`src/rtl/rds_pkg.sv`:
```
package rds_pkg;
    localparam logic [1:0] REG_CTRL = 2'd0;
    localparam logic [1:0] REG_VEC  = 2'd1;
    localparam logic [1:0] REG_STAT = 2'd2;

    localparam logic [3:0] KEY_RUN   = 4'hA;
    localparam logic [3:0] MODE_SAME = 4'h8;
    localparam logic [3:0] MODE_DIFF = 4'h4;

    localparam int START_BIT    = 8;
    localparam int DEC_FAIL_BIT = 2;
    localparam int CMP_FAIL_BIT = 4;
endpackage

```
`src/rtl/rds_decoder.sv`:
```
module rds_decoder #(
    parameter int ADDR_W = 16,
    parameter int BANK_W = 2,
    localparam int NB = 1 << BANK_W
) (
    input  logic [ADDR_W-1:0] addr,
    output logic [NB-1:0]     sel
);
    logic [BANK_W-1:0] field;
    assign field = addr[ADDR_W-1 -: BANK_W];

    for (genvar i = 0; i < NB; i++) begin : g_line
        assign sel[i] = (field == BANK_W'(i));
    end
endmodule

```
`src/rtl/rds_compare.sv`:
```
module rds_compare #(
    parameter int W = 4
) (
    input  logic [W-1:0] sel_a,
    input  logic [W-1:0] sel_b,
    output logic         differ
);
    logic [W-1:0] bit_diff;

    for (genvar i = 0; i < W; i++) begin : g_bit
        assign bit_diff[i] = sel_a[i] ^ sel_b[i];
    end

    assign differ = |bit_diff;
endmodule

```
`src/rtl/ram_dec_selftest.sv`:
```
module ram_dec_selftest
    import rds_pkg::*;
#(
    parameter int ADDR_W      = 16,
    parameter int BANK_W      = 2,
    parameter int TEST_CYCLES = 4,
    localparam int NB    = 1 << BANK_W,
    localparam int CNT_W = (TEST_CYCLES > 1) ? $clog2(TEST_CYCLES) : 1
) (
    input  logic              clk,
    input  logic              rst_n,
    input  logic              reg_wr,
    input  logic [1:0]        reg_addr,
    input  logic [31:0]       reg_wdata,
    output logic [31:0]       reg_rdata,
    input  logic              acc_valid,
    input  logic [ADDR_W-1:0] acc_addr,
    output logic [NB-1:0]     bank_sel,
    output logic              acc_block
);
    localparam logic [ADDR_W-1:0] FLIP_MASK = {1'b1, {(ADDR_W-1){1'b0}}};

    typedef struct packed {
        logic [3:0]       key;
        logic [3:0]       mode;
        logic [31:0]      vec;
        logic             busy;
        logic [CNT_W-1:0] cnt;
        logic             seen;
        logic             f_dec;
        logic             f_cmp;
    } state_t;

    state_t r_q, r_d;

    logic [ADDR_W-1:0] prim_addr, red_addr;
    logic [NB-1:0]     prim_sel, red_sel;
    logic              sel_differ;
    logic              mode_diff_q;
    logic              ctrl_key_ok;
    logic              wr_ctrl, wr_vec, wr_stat;
    logic              ctrl_key_is_run;
    logic              flag_cmp;

    assign mode_diff_q = (r_q.mode == MODE_DIFF);

    // Decoder inputs: the test vector during a run, with the top bit
    // inverted on the redundant side in unequal mode
    assign prim_addr = r_q.busy ? r_q.vec[ADDR_W-1:0] : acc_addr;
    assign red_addr  = (r_q.busy && mode_diff_q) ? (prim_addr ^ FLIP_MASK) : prim_addr;

    rds_decoder #(.ADDR_W(ADDR_W), .BANK_W(BANK_W)) u_dec_prim (
        .addr (prim_addr),
        .sel  (prim_sel)
    );

    rds_decoder #(.ADDR_W(ADDR_W), .BANK_W(BANK_W)) u_dec_red (
        .addr (red_addr),
        .sel  (red_sel)
    );

    rds_compare #(.W(NB)) u_cmp (
        .sel_a  (prim_sel),
        .sel_b  (red_sel),
        .differ (sel_differ)
    );

    assign wr_ctrl = reg_wr && (reg_addr == REG_CTRL);
    assign wr_vec  = reg_wr && (reg_addr == REG_VEC);
    assign wr_stat = reg_wr && (reg_addr == REG_STAT);

    assign ctrl_key_ok = (r_q.key == KEY_RUN) &&
                         ((r_q.mode == MODE_SAME) || (r_q.mode == MODE_DIFF));

    always_comb begin
        logic mism_any;
        r_d      = r_q;
        mism_any = r_q.seen | sel_differ;

        // write-one-to-clear on the two diagnostic flags
        if (wr_stat) begin
            if (reg_wdata[DEC_FAIL_BIT]) r_d.f_dec = 1'b0;
            if (reg_wdata[CMP_FAIL_BIT]) r_d.f_cmp = 1'b0;
        end

        if (wr_vec && !r_q.busy) begin
            r_d.vec = reg_wdata;
        end

        if (r_q.busy) begin
            r_d.seen = mism_any;
            if (r_q.cnt == '0) begin
                r_d.busy = 1'b0;
                if (mode_diff_q) begin
                    if (mism_any) r_d.f_cmp = 1'b1;
                    else          r_d.f_dec = 1'b1;
                end else if (mism_any) begin
                    r_d.f_dec = 1'b1;
                    r_d.f_cmp = 1'b1;
                end
            end else begin
                r_d.cnt = r_q.cnt - CNT_W'(1);
            end
        end else begin
            if (acc_valid && sel_differ) begin
                r_d.f_dec = 1'b1;
            end
            if (wr_ctrl) begin
                if (reg_wdata[START_BIT]) begin
                    if (ctrl_key_ok) begin
                        r_d.busy = 1'b1;
                        r_d.cnt  = CNT_W'(TEST_CYCLES - 1);
                        r_d.seen = 1'b0;
                    end
                end else begin
                    r_d.key  = reg_wdata[3:0];
                    r_d.mode = reg_wdata[7:4];
                end
            end
        end
    end

    always_ff @(posedge clk or negedge rst_n) begin
        if (!rst_n) begin
            r_q <= '0;
        end else begin
            r_q <= r_d;
        end
    end

    always_comb begin
        reg_rdata = '0;
        case (reg_addr)
            REG_CTRL: reg_rdata = {23'd0, r_q.busy, r_q.mode, r_q.key};
            REG_VEC:  reg_rdata = r_q.vec;
            REG_STAT: begin
                reg_rdata[DEC_FAIL_BIT] = r_q.f_dec;
                reg_rdata[CMP_FAIL_BIT] = r_q.f_cmp;
            end
            default:  reg_rdata = '0;
        endcase
    end

    assign bank_sel  = (acc_valid && !r_q.busy) ? prim_sel : '0;
    assign acc_block = r_q.busy;

    // taps for the bound checker
    assign ctrl_key_is_run = (r_q.key == KEY_RUN);
    assign flag_cmp        = r_q.f_cmp;
endmodule

```
`config.mk`:
```
export PLATFORM = sky130hd
export DESIGN_NAME = ram_dec_selftest
export DESIGN_NICKNAME = d
export VERILOG_FILES = /design/src/rtl/rds_pkg.sv /design/src/rtl/rds_decoder.sv /design/src/rtl/rds_compare.sv /design/src/rtl/ram_dec_selftest.sv
export SDC_FILE = /design/constraint.sdc
export NUM_CORES = 1
export LEC_CHECK = 0
export ABC_AREA = 1
export BUFFER_PORTS_ARGS = -buffer_cell sky130_fd_sc_hd__clkbuf_2
export CORE_MARGIN = 5
export CORE_UTILIZATION = 45
export DETAILED_ROUTE_END_ITERATION = 8
export MAX_ROUTING_LAYER = met4
export PLACE_DENSITY = 0.77
export SYNTH_ARGS = -nofsm -noshare
export SYNTH_HDL_FRONTEND = slang
export SYNTH_SLANG_ARGS = --single-unit
```
`constraint.sdc`:
```
create_clock -name clk -period 1.6 [get_ports clk]
set_input_delay 0.24 -clock clk [delete_from_list [all_inputs] [get_ports clk]]
set_output_delay 0.24 -clock clk [all_outputs]
set_load 0.005 [all_outputs]
```
# == Yosys cells after proc, flatten, opt, wreduce, memory -nomap -nowiden ==
# Index checks and enable logic that the tools add are counted.
# classes
add_sub_neg,1
eq_ne,12
n_mux,24
bitwise_logic,8
reduce_logical,21
# op_table
operator,count
27-bit one-hot mux with 2 select lines,1
16-bit 2-to-1 mux,2
4-bit 2-to-1 mux,4
2-bit equality test (second input constant),5
2-bit 2-to-1 mux,5
4-bit equality test (second input constant),2
1-bit logical AND,8
2-bit zero test,4
1-bit 2-to-1 mux,7
2-bit by 1-bit equality test with 1-bit output (second input constant),3
1-bit one-hot mux with 3 select lines,2
3-bit AND reduction,2
2-bit nonzero test,3
5-bit 2-to-1 mux,1
4-bit by 3-bit equality test with 1-bit output (second input constant),1
2-bit one-hot mux with 2 select lines,1
4-bit AND reduction,1
4-bit OR reduction,1
1-bit XOR,4
1-bit NOT,3
2-bit != test (second input constant),1
1-bit one-hot mux with 2 select lines,1
2-bit by 1-bit subtractor with 2-bit output (second input constant),1
1-bit zero test,1
2 further kinds,2
# totals
register_bits,46
inputBits,54
out_inout_bits,37
wordCells,74

# == Longest topological paths before layout ==
# Gate-level depths: netlist of the first run.
# depth
depth_word,11
mapped_depth,7
mapped_depth_nobuf,7

# == Hierarchy ==
# A second synthesis of the first run with hierarchy kept.
# unflattened
hier_cells,357
hier_area_um2,2568.7
# by_module_without_submodules
mod,n_inst,cells_each,area_per_inst_um2,seq_area_each_um2
ram_dec_selftest,1,320,2429.8,1151.1
rds_compare,1,23,86.3,0.0
rds_decoder,2,7,26.3,0.0

# == Least setup slack after synthesis of the first run ==
# OpenSTA, ideal clock, no wires.
# synth_path
path_kind,register to output
startpoint,register r_q (netlist bit acc_block)
endpoint,output bank_sel[0]
arrival_time_ps,1018
required_ps,1360
path_slack_ps,342
path_stages_with_launch,5
n_path_buf,1
cell_sequence,dfrtp_1 > buf_6 > o21ai_0 > inv_1 > nor3_1
# synth_via
elab_chain_cells,3
word_cells_on_any_way,5
classes_between,mux: 2; reduce/logical: 3
# synth_rtl
item,line,text
from (decl),ram_dec_selftest.sv:34,"state_t r_q, r_d;"
from (signal assigned),ram_dec_selftest.sv:127,r_q <= r_d;
16-bit 2-to-1 mux / 1-bit zero test (equally long branches),"ram_dec_selftest.sv:49, ram_dec_selftest.sv:144",
2-bit zero test / 1-bit logical AND (equally long branches),"rds_decoder.sv:13, ram_dec_selftest.sv:144",
4-bit 2-to-1 mux *,ram_dec_selftest.sv:144,assign bank_sel = (acc_valid && !r_q.busy) ? prim_sel : '0;
to (decl),ram_dec_selftest.sv:18,"output logic [NB-1:0] bank_sel,"
# Every way passes the cells marked *; elsewhere a longest branch is shown, timed or not.

# == Final worst setup path of the first run ==
# Ends and elaborated chain as after synthesis.

==> metrics.txt, run 1 <==
# TYPE chip_impl_metric gauge
chip_impl_metric{name="max_freq",unit="MHz"} 659.8
chip_impl_metric{name="path_clk_slew",unit="ns"} 0.09
chip_impl_metric{name="worst_setup_margin",unit="ns"} 0.08443
chip_impl_metric{name="yosys.area_share.adder",unit="%"} 0.5353
chip_impl_info{name="hold_path_class",value="primary input to flop"} 1
chip_impl_metric{name="globalRouteOverflowTotal",unit=""} 0
chip_impl_metric{name="htreeDepth",unit=""} 2
chip_impl_metric{name="cts_made_buffers",unit=""} 5
chip_impl_metric{name="clk_latency",unit="ns"} 0.30
chip_impl_metric{name="synth_seq_area_share",unit="%"} 49.25
chip_impl_metric{name="critical_path_peak_fanout",unit=""} 5
chip_impl_metric{name="die-area",unit="sq mm"} 0.006735
chip_impl_metric{name="period_minus_slack",unit="ns"} 1.516
chip_impl_info{name="ys_top_cells_by_area",value="sky130_fd_sc_hd__dfrtp_1 (49%), sky130_fd_sc_hd__inv_1 (8.8%), sky130_fd_sc_hd__nor2_1 (8.8%), sky130_fd_sc_hd__nand2_1 (8.5%), sky130_fd_sc_hd__o21ai_2 (5.2%)"} 1
chip_impl_metric{name="dpl_worst_slack",unit="ns"} 0.1707
chip_impl_metric{name="power_density",unit="mW/mm^2"} 933.1
chip_impl_metric{name="slew_headroom",unit="%"} 75.23
chip_impl_metric{name="fp.dieH",unit="um"} 82.07
chip_impl_metric{name="layout.filler_cells",unit=""} 502
chip_impl_metric{name="num_antenna_cells",unit=""} 0
chip_impl_metric{name="fin_tns_setup",unit="ns"} 0
chip_impl_metric{name="postPlaceCellArea",unit="sq mm"} 0.002736
chip_impl_metric{name="core.rowCount",unit=""} 26
chip_impl_metric{name="ios",unit=""} 91
chip_impl_metric{name="gr-usage-all-layers",unit="%"} 15.29
chip_impl_info{name="critical_path_class",value="flop to output port"} 1
chip_impl_metric{name="grt_max_degree",unit=""} 65
chip_impl_info{name="worst_setup_path_start_kind",value="flop"} 1
chip_impl_metric{name="worst_clock_skew",unit="ns"} 0.01049
chip_impl_metric{name="port_buffers",unit=""} 76
chip_impl_metric{name="final_core_occ",unit="%"} 56.43
chip_impl_metric{name="finalMaxSlewViolations",unit=""} 0
chip_impl_metric{name="power_leakage",unit="nW"} 1.659
chip_impl_metric{name="hpwlAfterDp",unit="um"} 3585
chip_impl_info{name="ctsRootBufferMaster",value="sky130_fd_sc_hd__clkbuf_8"} 1
chip_impl_metric{name="tightestPinTransition",unit="ns"} 0.3710
chip_impl_metric{name="synth_xor_xnor_area_share",unit="%"} 0.3747
chip_impl_metric{name="vias_cell",unit=""} 4.454
chip_impl_info{name="cts_tree",value="yes"} 1
chip_impl_metric{name="post-route-period-util",unit="%"} 94.72
chip_impl_metric{name="grt_pass1_wl",unit="um"} 7707
chip_impl_metric{name="core_area",unit="sq mm"} 0.005075
chip_impl_metric{name="fp.dieW",unit="um"} 82.07
chip_impl_metric{name="antenna_violating_nets_post_route",unit=""} 0
chip_impl_metric{name="wire_per_inst",unit="um"} 10.88
chip_impl_metric{name="detailroute.via_count",unit=""} 1951
chip_impl_metric{name="clkSinkCount",unit=""} 46
chip_impl_metric{name="synthCells",unit=""} 290
chip_impl_metric{name="drt_wl_total",unit="um"} 4764
chip_impl_metric{name="wp_data_required",unit="ns"} 1.36
chip_impl_metric{name="vdd_ir_drop_max",unit="mV"} 0.4676
chip_impl_metric{name="nNetsFinal",unit=""} 422
chip_impl_metric{name="post_synthesis_simple_gate_area_fraction",unit="%"} 21.25
chip_impl_metric{name="cts_max_path_buffers",unit=""} 2
chip_impl_metric{name="synth_nets",unit=""} 345
chip_impl_metric{name="grt_antenna_before_repair",unit=""} 0
chip_impl_metric{name="drv.max_cap_violation_count",unit=""} 0
chip_impl_metric{name="synth-seq-cells",unit=""} 46
chip_impl_metric{name="portion_of_netlist_area_occupied_by_mux_cells",unit="%"} 0
chip_impl_metric{name="first_global_vias",unit=""} 1732
chip_impl_metric{name="drt_first_pass_iters",unit=""} 4
chip_impl_metric{name="layout-area-overhead-vs-synth",unit="%"} 22.54
chip_impl_metric{name="initial_utilization",unit="%"} 46.06
chip_impl_metric{name="synth_largest_type_area_fraction",unit="%"} 49.25
chip_impl_metric{name="stdcell_area",unit="sq mm"} 0.002864
chip_impl_info{name="synth_top_family_by_area",value="simple AND/OR/NAND/NOR gates"} 1
chip_impl_metric{name="synth_compound_gate_area_share",unit="%"} 14.45
chip_impl_metric{name="routabilityCongestion",unit=""} 0.8822
chip_impl_metric{name="fin_hold_ws",unit="ns"} 0.1793
chip_impl_metric{name="detailedRoute.firstIterationViolations",unit=""} 86
chip_impl_metric{name="post_synth.cell_area_avg",unit="sq um"} 8.059
chip_impl_metric{name="synth.cell_area",unit="sq mm"} 0.002337
chip_impl_info{name="yosysTopAreaCell",value="sky130_fd_sc_hd__dfrtp_1"} 1
chip_impl_metric{name="drc",unit=""} 0
chip_impl_info{name="setup_repair_after_global_routing_missed_its_margin",value="no"} 1
chip_impl_metric{name="timing.critical_path.arrival",unit="ns"} 1.28
chip_impl_metric{name="finalHoldViolCount",unit=""} 0
chip_impl_info{name="critPathCaptureType",value="output port"} 1
chip_impl_metric{name="final_layout_size_suffix_gt1_share",unit="%"} 31.79
chip_impl_metric{name="yosys_warnings",unit=""} 0
chip_impl_info{name="outcome",value="finished, final reports clean"} 1
chip_impl_metric{name="synth.lib_cells_used.distinct",unit=""} 21
chip_impl_metric{name="report.final.setup_viol",unit=""} 0
-- per-stage QoR --
stage,cells,power [mW]
after floorplan,290,1.795
after global placement,428,1.985
after detailed placement,428,2.010
after CTS,438,2.712
after global routing,438,2.852
final,438,2.672
-- layer usage --
layer	global-route usage (%)	wire length, um	vias to the layer above	part of all wire (%)
li1	-	-	1031	-
met1	18.98	2178	858	46
met2	24.80	2209	57	46
met3	4.496	349	5	7.3
met4	3.322	27	0	0.57
met5	-	0	-	0
-- synthesized netlist by cell type --
cell type / count
sky130_fd_sc_hd__inv_1: 55
sky130_fd_sc_hd__nor2_1: 55
sky130_fd_sc_hd__nand2_1: 53
sky130_fd_sc_hd__dfrtp_1: 46
sky130_fd_sc_hd__a21oi_1: 19
sky130_fd_sc_hd__o21ai_2: 14
sky130_fd_sc_hd__o21ai_0: 11
sky130_fd_sc_hd__buf_6: 9
sky130_fd_sc_hd__nand3_1: 5
sky130_fd_sc_hd__a21oi_2: 4
sky130_fd_sc_hd__nor3_1: 4
sky130_fd_sc_hd__o21ai_1: 3
sky130_fd_sc_hd__buf_4: 2
sky130_fd_sc_hd__inv_2: 2
sky130_fd_sc_hd__o211ai_1: 2
sky130_fd_sc_hd__ha_1: 1
sky130_fd_sc_hd__nand2_4: 1
sky130_fd_sc_hd__nand3_4: 1
sky130_fd_sc_hd__nor2_2: 1
sky130_fd_sc_hd__nor2_4: 1
sky130_fd_sc_hd__xor2_1: 1
-- cell usage in the layout, fill, tap and decap left out, types with 2 or more instances in the layout --
cell type                  Yosys  final
sky130_fd_sc_hd__buf_4         2      2
sky130_fd_sc_hd__o21ai_2      14     14
sky130_fd_sc_hd__o211ai_1      2      2
sky130_fd_sc_hd__nor2_1       55     55
sky130_fd_sc_hd__o21ai_0      11     10
sky130_fd_sc_hd__nor3_1        4      3
sky130_fd_sc_hd__inv_1        55     54
sky130_fd_sc_hd__a21oi_1      19     19
sky130_fd_sc_hd__o21ai_1       3      3
sky130_fd_sc_hd__inv_2         2      3
sky130_fd_sc_hd__nand2_1      53     52
sky130_fd_sc_hd__dfrtp_1      46     45
sky130_fd_sc_hd__a21oi_2       4      4
sky130_fd_sc_hd__clkbuf_8      0      5
sky130_fd_sc_hd__buf_12        0      2
sky130_fd_sc_hd__clkbuf_2      0     75
sky130_fd_sc_hd__nand3_1       5      5
-- state kept, by name, indices dropped and copies added, names as in the netlist --
signal     flops
r_q           44
acc_block      1
flag_cmp       1
-- worst max-delay path, stage by stage (launching register included) --
cell and delay, ns:
sky130_fd_sc_hd__dfrtp_2 0.45, sky130_fd_sc_hd__o21ai_4 0.18, sky130_fd_sc_hd__inv_1 0.07, sky130_fd_sc_hd__nor3_1 0.13, sky130_fd_sc_hd__clkbuf_2 0.15
-- power by group --
group / internal, mW / switching, mW
Sequential: 1.34 / 0.0733
Combinational: 0.241 / 0.332
Clock: 0.307 / 0.384
Total: 1.88 / 0.789
-- cells by family (layout without fill, tap and decap cells) --
group                      after synthesis  count (layout)
and+or+nand+nor                        121             121
buffers and inverters                   68             146
AOI/OAI and AO/OA                       53              53
DFF                                     46              46
adders and majority gates                1               1
xor gates and xnor gates                 1               1
-- layout make-up --
type                            instances  area [sq um]  share of cell area (%)
Inverter                               57         214.0                   7.470
Multi-Input combinational cell        176         874.6                   30.54
Clock inverter                          3         21.27                  0.7427
Tap cell                               70         87.58                   3.058
Sequential cell                        46          1152                   40.24
Clock buffer                            5         68.82                   2.403
Timing Repair Buffer                   81         445.4                   15.55
-- timing repair --
action / in CTS / in global routing
hold buffers: 1 / 0
setup endpoints to repair: 5 / 4
endpoints found under the hold margin: 46 / 0
cloned: 0 / 0
gates resized for setup: 3 / 5
buffers inserted: 1 / 0
-- worst paths after layout --
| check | end | from | slack [ns] | cells past startpoint |
|---|---|---|---|---|
| min | r_q[16]$_DFFE_PN0P_ | reg_wdata[10] | 0.18 | 3 |
| min in group asynchronous | r_q[22]$_DFFE_PN0P_ | rst_n | 0.46 | 3 |
| min reg2reg | r_q[9]$_DFFE_PN0P_ | r_q[9]$_DFFE_PN0P_ | 0.49 | 2 |
| max reg2reg | r_q[20]$_DFFE_PN0P_ | acc_block$_DFF_PN0_ | 0.19 | 6 |
| max in group asynchronous | acc_block$_DFF_PN0_ | rst_n | 0.91 | 3 |
| max | bank_sel[0] | acc_block$_DFF_PN0_ | 0.08 | 4 |
Note: power is estimated with default switching activity, not from simulation.
==> run 2: changes to the inputs <==
--- a/config.mk
+++ b/config.mk
@@ -11,7 +11,8 @@
 export CORE_UTILIZATION = 45
 export DETAILED_ROUTE_END_ITERATION = 8
 export MAX_ROUTING_LAYER = met4
-export PLACE_DENSITY = 0.77
+export PLACE_DENSITY = 0.75
 export SYNTH_ARGS = -nofsm -noshare
 export SYNTH_HDL_FRONTEND = slang
+export SYNTH_HIERARCHICAL = 1
 export SYNTH_SLANG_ARGS = --single-unit
==> metrics.txt, run 2 <==
# TYPE chip_impl_metric gauge
chip_impl_info{name="outcome",value="finished, violations left"} 1
chip_impl_info{name="failed_checks",value="setup timing"} 1
chip_impl_metric{name="worst_setup_margin",unit="ns"} -0.4897
chip_impl_info{name="critical_path_class",value="flop to flop"} 1
chip_impl_metric{name="report.final.setup_viol",unit=""} 10
chip_impl_metric{name="gr-usage-all-layers",unit="%"} 18.64
chip_impl_info{name="critPathCaptureType",value="flop"} 1
chip_impl_metric{name="power_density",unit="mW/mm^2"} 918.1
chip_impl_metric{name="finalHoldViolCount",unit=""} 0
chip_impl_metric{name="grt_max_degree",unit=""} 65
chip_impl_metric{name="finalMaxSlewViolations",unit=""} 0
chip_impl_metric{name="num_antenna_cells",unit=""} 0
chip_impl_metric{name="cpPeakStageDelay",unit="ns"} 0.40
chip_impl_metric{name="critical_path_peak_fanout",unit=""} 7
chip_impl_metric{name="vdd_ir_drop_max",unit="mV"} 0.5707
chip_impl_metric{name="synth_nets",unit=""} 377
chip_impl_metric{name="drt_wl_total",unit="um"} 6249
chip_impl_metric{name="fin_hold_ws",unit="ns"} 0.1803
chip_impl_info{name="hold_path_class",value="primary input to flop"} 1
chip_impl_info{name="setup_repair_after_global_routing_missed_its_margin",value="yes"} 1
chip_impl_metric{name="clkSinkCount",unit=""} 46
chip_impl_info{name="timing.critical_path.cells",value="inv_4, buf_6, o21ai_4, buf_4, nor2_2, buf_4, nand2_2, nand2_1, nor2_1, nand2_1, nor2_4, inv_2, buf_4, nand2_4, o21ai_1"} 1
chip_impl_info{name="critPathTopFamily",value="buffers and inverters"} 1
chip_impl_metric{name="path_clk_slew",unit="ns"} 0.08
chip_impl_metric{name="tightestPinTransition",unit="ns"} 0.3845
chip_impl_metric{name="layout-area-overhead-vs-synth",unit="%"} 38.33
chip_impl_metric{name="timing.critical_path.arrival",unit="ns"} 2.27
chip_impl_metric{name="ios",unit=""} 91
chip_impl_metric{name="detailroute.via_count",unit=""} 2365
chip_impl_metric{name="port_buffers",unit=""} 76
chip_impl_info{name="rr_startpoint",value="acc_block$_DFF_PN0_"} 1
chip_impl_metric{name="cts_made_buffers",unit=""} 5
chip_impl_metric{name="clk_latency",unit="ns"} 0.29
chip_impl_metric{name="layout.filler_cells",unit=""} 428
chip_impl_info{name="critPathLaunch",value="acc_block$_DFF_PN0_"} 1
chip_impl_info{name="layout.cells.most_common_list",value="sky130_fd_sc_hd__clkbuf_2 (72), sky130_fd_sc_hd__inv_1 (55), sky130_fd_sc_hd__nor2_1 (54), sky130_fd_sc_hd__nand2_1 (54), sky130_fd_sc_hd__dfrtp_1 (46)"} 1
chip_impl_metric{name="fin_tns_setup",unit="ns"} -3.274
chip_impl_metric{name="post_synth.cell_area_avg",unit="sq um"} 7.542
chip_impl_metric{name="multiInputGateArea",unit="sq mm"} 0.001044
chip_impl_metric{name="register_area",unit="sq mm"} 0.001151
chip_impl_metric{name="drc",unit=""} 0
chip_impl_metric{name="dpl_worst_slack",unit="ns"} -0.3692
chip_impl_metric{name="synthCells",unit=""} 322
chip_impl_metric{name="fp.dieW",unit="um"} 83.47
chip_impl_metric{name="cts_max_path_buffers",unit=""} 2
chip_impl_info{name="hold_path.startpoint",value="reg_wdata[20]"} 1
chip_impl_metric{name="power_leakage",unit="nW"} 1.893
chip_impl_metric{name="fp.dieH",unit="um"} 83.47
chip_impl_metric{name="period_minus_slack",unit="ns"} 2.090
chip_impl_metric{name="wire_per_inst",unit="um"} 12.50
chip_impl_metric{name="yosys_warnings",unit=""} 6
chip_impl_metric{name="htreeDepth",unit=""} 2
chip_impl_metric{name="nNetsFinal",unit=""} 485
chip_impl_metric{name="initial_utilization",unit="%"} 46.95
chip_impl_metric{name="wp_data_required",unit="ns"} 1.78
chip_impl_metric{name="placed_cells_incl_taps",unit=""} 474
chip_impl_metric{name="drv.max_cap_violation_count",unit=""} 0
chip_impl_metric{name="post-route-period-util",unit="%"} 130.6
chip_impl_metric{name="vias_cell",unit=""} 4.730
chip_impl_metric{name="drt_first_pass_iters",unit=""} 4
chip_impl_metric{name="globalRouteOverflowTotal",unit=""} 0
chip_impl_info{name="crit_top_cell",value="sky130_fd_sc_hd__buf_4"} 1
chip_impl_metric{name="detailedRoute.firstIterationViolations",unit=""} 131
chip_impl_metric{name="worst_clock_skew",unit="ns"} 0.002500
chip_impl_metric{name="grt_antenna_before_repair",unit=""} 0
chip_impl_info{name="layout.cells.most_common",value="sky130_fd_sc_hd__clkbuf_2"} 1
chip_impl_info{name="cp_slowest_cell",value="sky130_fd_sc_hd__dfrtp_1"} 1
chip_impl_metric{name="grt_pass1_wl",unit="um"} 10520
chip_impl_metric{name="max_freq",unit="MHz"} 478.5
chip_impl_info{name="regMostFlops",value="r_q"} 1
chip_impl_metric{name="core.rowCount",unit=""} 26
chip_impl_metric{name="hpwlAfterDp",unit="um"} 4160
chip_impl_metric{name="synth.cell_area",unit="sq mm"} 0.002429
chip_impl_metric{name="slew_headroom",unit="%"} 74.37
chip_impl_metric{name="antenna_violating_nets_post_route",unit=""} 0
chip_impl_metric{name="largest_register_ffs",unit=""} 44
chip_impl_info{name="cts_tree",value="yes"} 1
chip_impl_metric{name="layout.cells.non_filler",unit=""} 500
chip_impl_metric{name="die-area",unit="sq mm"} 0.006966
chip_impl_metric{name="core_area",unit="sq mm"} 0.005172
chip_impl_metric{name="first_global_vias",unit=""} 2384
chip_impl_metric{name="cp.buffers_inverters",unit=""} 6
chip_impl_metric{name="final_layout_size_suffix_gt1_share",unit="%"} 37.67
chip_impl_info{name="worst_setup_path_start_kind",value="flop"} 1
chip_impl_info{name="ctsRootBufferMaster",value="sky130_fd_sc_hd__clkbuf_8"} 1
chip_impl_metric{name="routabilityCongestion",unit=""} 0.8368
## run 2: timing repair
action                                  4_1_cts  5_1_grt
buffers inserted                              9       10
endpoints found under the hold margin        46        0
resized for setup                            17       32
endpoints found under the setup margin        7       11
hold buffers                                  1        0
pin swaps                                     6       15
## run 2: metal layers
layer | vias to the layer above | global-route usage (%) | share of wire, %
met1 | 1110 | 21.99 | 43
met5 | - | - | 0
met4 | 0 | 7.456 | 2.1
met2 | 63 | 32.36 | 51
met3 | 12 | 2.270 | 4.0
li1 | 1180 | - | -
## run 2: layout make-up
| type | instances | area share, % |
|---|---|---|
| sequential | 46 | 34.26 |
| multi-input combinational | 197 | 31.06 |
| timing repair buffer | 114 | 21.04 |
| inverter | 66 | 7.672 |
| tap | 70 | 2.607 |
| clock buffer | 6 | 2.458 |
| clock inverter | 1 | 0.8939 |
## run 2: worst register-to-register path: cells and delay by family (launching register included)
kind	cells	cell delay [ns]
buffers and inverters	6	0.69
and+or+nand+nor	7	0.57
DFF	1	0.40
AOI/OAI and AO/OA	2	0.34
## run 2: stage by stage
step	total power, mW	utilization, %	instance area [sq um]
detailed placement	2.083	57.64	2982
global route	3.267	64.95	3359
floorplan	1.786	-	2451
CTS	3.039	62.12	3213
global placement	2.062	57.64	2982
finish	3.084	64.95	3359
## run 2: final timing paths
path / to / cells after the start / slack, ns
hold / removal: r_q[26]$_DFFE_PN0P_ / 3 / 0.18
setup / recovery: flag_cmp$_DFF_PN0_ / 15 / -0.49
hold reg to reg: r_q[10]$_DFFE_PN0P_ / 2 / 0.49
setup reg to reg: flag_cmp$_DFF_PN0_ / 15 / -0.49
max in group asynchronous: r_q[21]$_DFFE_PN0P_ / 3 / 0.91
min in group asynchronous: r_q[19]$_DFFE_PN0P_ / 3 / 0.47
## run 2: report_power, final
group | switching [mW] | leakage, nW | internal, mW
clock network | 0.385 | 0.0573 | 0.500
logic | 0.414 | 1.30 | 0.375
registers | 0.0752 | 0.534 | 1.34
==> run 3: changes to the inputs <==
--- a/config.mk
+++ b/config.mk
@@ -5,7 +5,6 @@
 export SDC_FILE = /design/constraint.sdc
 export NUM_CORES = 1
 export LEC_CHECK = 0
-export ABC_AREA = 1
 export BUFFER_PORTS_ARGS = -buffer_cell sky130_fd_sc_hd__clkbuf_2
 export CORE_MARGIN = 5
 export CORE_UTILIZATION = 45
==> metrics.txt, run 3 <==
# TYPE chip_impl_metric gauge
chip_impl_info{name="outcome",value="finished, violations left"} 1
chip_impl_info{name="failed_checks",value="setup timing"} 1
chip_impl_info{name="worst_setup_path_start_kind",value="flop"} 1
chip_impl_metric{name="synthCells",unit=""} 194
chip_impl_metric{name="grt_pass1_wl",unit="um"} 8638
chip_impl_metric{name="path_clk_slew",unit="ns"} 0.09
chip_impl_metric{name="wp_data_required",unit="ns"} 1.81
chip_impl_metric{name="slew_headroom",unit="%"} 62.40
chip_impl_metric{name="drt_wl_total",unit="um"} 5196
chip_impl_metric{name="hpwlAfterDp",unit="um"} 3758
chip_impl_info{name="layout.cells.most_common_list",value="sky130_fd_sc_hd__clkbuf_2 (75), sky130_fd_sc_hd__dfrtp_1 (46), sky130_fd_sc_hd__mux2_4 (39)"} 1
chip_impl_metric{name="routabilityCongestion",unit=""} 0.7893
chip_impl_metric{name="tightestPinTransition",unit="ns"} 0.5640
chip_impl_metric{name="gr-usage-all-layers",unit="%"} 15.34
chip_impl_metric{name="clkSinkCount",unit=""} 46
chip_impl_metric{name="clk_latency",unit="ns"} 0.30
chip_impl_metric{name="period_minus_slack",unit="ns"} 2.194
chip_impl_metric{name="rrSetupSlack",unit="ns"} -0.59
chip_impl_metric{name="swShare",unit="%"} 25.05
chip_impl_info{name="regMostFlops",value="r_q"} 1
chip_impl_metric{name="die-area",unit="sq mm"} 0.007036
chip_impl_metric{name="vias_cell",unit=""} 4.762
chip_impl_metric{name="largest_register_ffs",unit=""} 44
chip_impl_info{name="cp_slowest_cell",value="sky130_fd_sc_hd__or4b_4"} 1
chip_impl_metric{name="grt_antenna_before_repair",unit=""} 0
chip_impl_metric{name="cts_made_buffers",unit=""} 5
chip_impl_metric{name="grt_max_degree",unit=""} 47
chip_impl_metric{name="detailroute.via_count",unit=""} 1738
chip_impl_metric{name="power_leakage",unit="nW"} 1.676
chip_impl_metric{name="comb_power_share",unit="%"} 26.0
chip_impl_metric{name="dpl_worst_slack",unit="ns"} -0.6344
chip_impl_metric{name="power_frac_clock",unit="%"} 26.6
chip_impl_metric{name="cpPeakStageDelay",unit="ns"} 0.55
chip_impl_metric{name="drt_first_pass_iters",unit=""} 4
chip_impl_metric{name="register_area",unit="sq mm"} 0.001151
chip_impl_metric{name="timing.critical_path.arrival",unit="ns"} 2.40
chip_impl_metric{name="multiInputGateArea",unit="sq mm"} 0.001311
chip_impl_metric{name="cp.buffers_inverters",unit=""} 0
chip_impl_metric{name="nNetsFinal",unit=""} 347
chip_impl_metric{name="vdd_ir_drop_max",unit="mV"} 0.5613
chip_impl_metric{name="antenna_violating_nets_post_route",unit=""} 0
chip_impl_metric{name="initial_utilization",unit="%"} 45.44
chip_impl_info{name="critical_path_class",value="flop to flop"} 1
chip_impl_metric{name="post-route-period-util",unit="%"} 137.1
chip_impl_metric{name="final_core_occ",unit="%"} 61.23
chip_impl_metric{name="cellInternalPower",unit="mW"} 2.357
chip_impl_metric{name="report.final.setup_viol",unit=""} 47
chip_impl_info{name="critPathCaptureType",value="flop"} 1
chip_impl_metric{name="core.rowCount",unit=""} 27
chip_impl_metric{name="core_area",unit="sq mm"} 0.005405
chip_impl_metric{name="drv.max_cap_violation_count",unit=""} 0
chip_impl_metric{name="power_density",unit="mW/mm^2"} 950.0
chip_impl_metric{name="drc",unit=""} 0
chip_impl_metric{name="layout.cells.non_filler",unit=""} 365
chip_impl_metric{name="htreeDepth",unit=""} 2
chip_impl_metric{name="layout-area-overhead-vs-synth",unit="%"} 34.74
chip_impl_info{name="rr_startpoint",value="r_q[38]$_DFFE_PN0P_"} 1
chip_impl_info{name="setup_repair_after_global_routing_missed_its_margin",value="yes"} 1
chip_impl_metric{name="synth_nets",unit=""} 249
chip_impl_metric{name="num_antenna_cells",unit=""} 0
chip_impl_metric{name="p_seq_share",unit="%"} 47.4
chip_impl_info{name="critPathTopFamily",value="simple AND/OR/NAND/NOR gates"} 1
chip_impl_metric{name="ios",unit=""} 91
chip_impl_metric{name="net_load_switching_power",unit="mW"} 0.7875
chip_impl_metric{name="ff2ff_path_depth",unit=""} 9
chip_impl_metric{name="first_global_vias",unit=""} 1785
chip_impl_metric{name="detailedRoute.firstIterationViolations",unit=""} 69
chip_impl_info{name="hold_path_class",value="primary input to async pin"} 1
chip_impl_info{name="cts_tree",value="yes"} 1
chip_impl_metric{name="finalHoldViolCount",unit=""} 0
chip_impl_metric{name="fp.dieH",unit="um"} 83.88
chip_impl_metric{name="post_synth.cell_area_avg",unit="sq um"} 12.66
chip_impl_metric{name="placed_cells_incl_taps",unit=""} 352
chip_impl_info{name="layout.cells.most_common",value="sky130_fd_sc_hd__clkbuf_2"} 1
chip_impl_metric{name="synth.cell_area",unit="sq mm"} 0.002456
chip_impl_info{name="timing.rr.end",value="r_q[1]$_DFF_PN0_"} 1
chip_impl_metric{name="worst_setup_margin",unit="ns"} -0.5940
chip_impl_info{name="timing.critical_path.cells",value="or4b_4, xor2_2, a21oi_2, and2_4, xnor2_2, nand4_1, nor2_1, mux2i_1, o221ai_1"} 1
chip_impl_metric{name="critical_path_peak_fanout",unit=""} 4
chip_impl_metric{name="final_layout_size_suffix_gt1_share",unit="%"} 56.66
chip_impl_metric{name="max_freq",unit="MHz"} 455.8
chip_impl_metric{name="yosys_warnings",unit=""} 6
chip_impl_metric{name="worst_clock_skew",unit="ns"} 0.008818
chip_impl_metric{name="layout.filler_cells",unit=""} 451
chip_impl_info{name="ctsRootBufferMaster",value="sky130_fd_sc_hd__clkbuf_8"} 1
chip_impl_metric{name="holdBufCountCts",unit=""} 0
chip_impl_metric{name="fp.dieW",unit="um"} 83.88
chip_impl_metric{name="finalMaxSlewViolations",unit=""} 0
chip_impl_metric{name="fin_tns_setup",unit="ns"} -8.194
chip_impl_metric{name="globalRouteOverflowTotal",unit=""} 0
chip_impl_metric{name="cts_max_path_buffers",unit=""} 2
chip_impl_metric{name="wire_per_inst",unit="um"} 14.24
chip_impl_metric{name="port_buffers",unit=""} 76
[run 3: how the worst max path moves through the flow]
stage / from / to / depth (start not counted)
detailed placement: r_q[39]$_DFFE_PN0P_ / r_q[1]$_DFF_PN0_ / 9
global route: r_q[38]$_DFFE_PN0P_ / r_q[1]$_DFF_PN0_ / 9
finish: r_q[38]$_DFFE_PN0P_ / r_q[1]$_DFF_PN0_ / 9
global placement: r_q[39]$_DFFE_PN0P_ / r_q[1]$_DFF_PN0_ / 9
CTS: r_q[41]$_DFFE_PN0P_ / r_q[1]$_DFF_PN0_ / 9
floorplan: r_q[39]$_DFFE_PN0P_ / r_q[1]$_DFF_PN0_ / 9
[run 3: final cells by class]
| type | instances | share of cell area [%] |
|---|---|---|
| clock inverter | 3 | 1.210 |
| sequential | 46 | 34.78 |
| tap | 72 | 2.722 |
| clock buffer | 5 | 2.079 |
| timing repair buffer | 101 | 19.24 |
| inverter | 3 | 0.3403 |
| multi-input combinational | 135 | 39.62 |
[run 3: what timing repair did]
item                                    in CTS  in global routing
pin swaps                                    9                 10
endpoints found under the setup margin       8                 41
hold endpoints to repair                     0                  0
gates resized for setup                     12                 14
cloned                                       0                  1
buffers inserted                             1                  3
[run 3: power groups by stage]
stage	registers (mW)	logic, mW	clock network [mW]
2_1_floorplan	1.48	0.482	0
3_3_place_gp	1.50	0.750	0
3_5_place_dp	1.50	0.767	0
4_1_cts	1.49	0.785	0.869
5_1_grt	1.52	0.895	0.917
6_report	1.49	0.819	0.836
[run 3: per-stage QoR]
step | hold WS, ns | total power, mW | cell area (sq um)
after global routing | 0.06246 | 3.329 | 3309
final | 0.0001481 | 3.144 | 3309
after global placement | 0.3589 | 2.252 | 3042
after floorplan | -0.05559 | 1.964 | 2470
after detailed placement | 0.3657 | 2.270 | 3042
after CTS | 0.02534 | 3.144 | 3207
[run 3: metal layers]
metal | up-vias | global-route usage, % | share of wire, %
met5 | - | - | 0
met2 | 47 | 24.58 | 49
met3 | 4 | 4.344 | 5.8
met1 | 832 | 19.54 | 44
li1 | 855 | - | -
met4 | 0 | 3.070 | 0.71
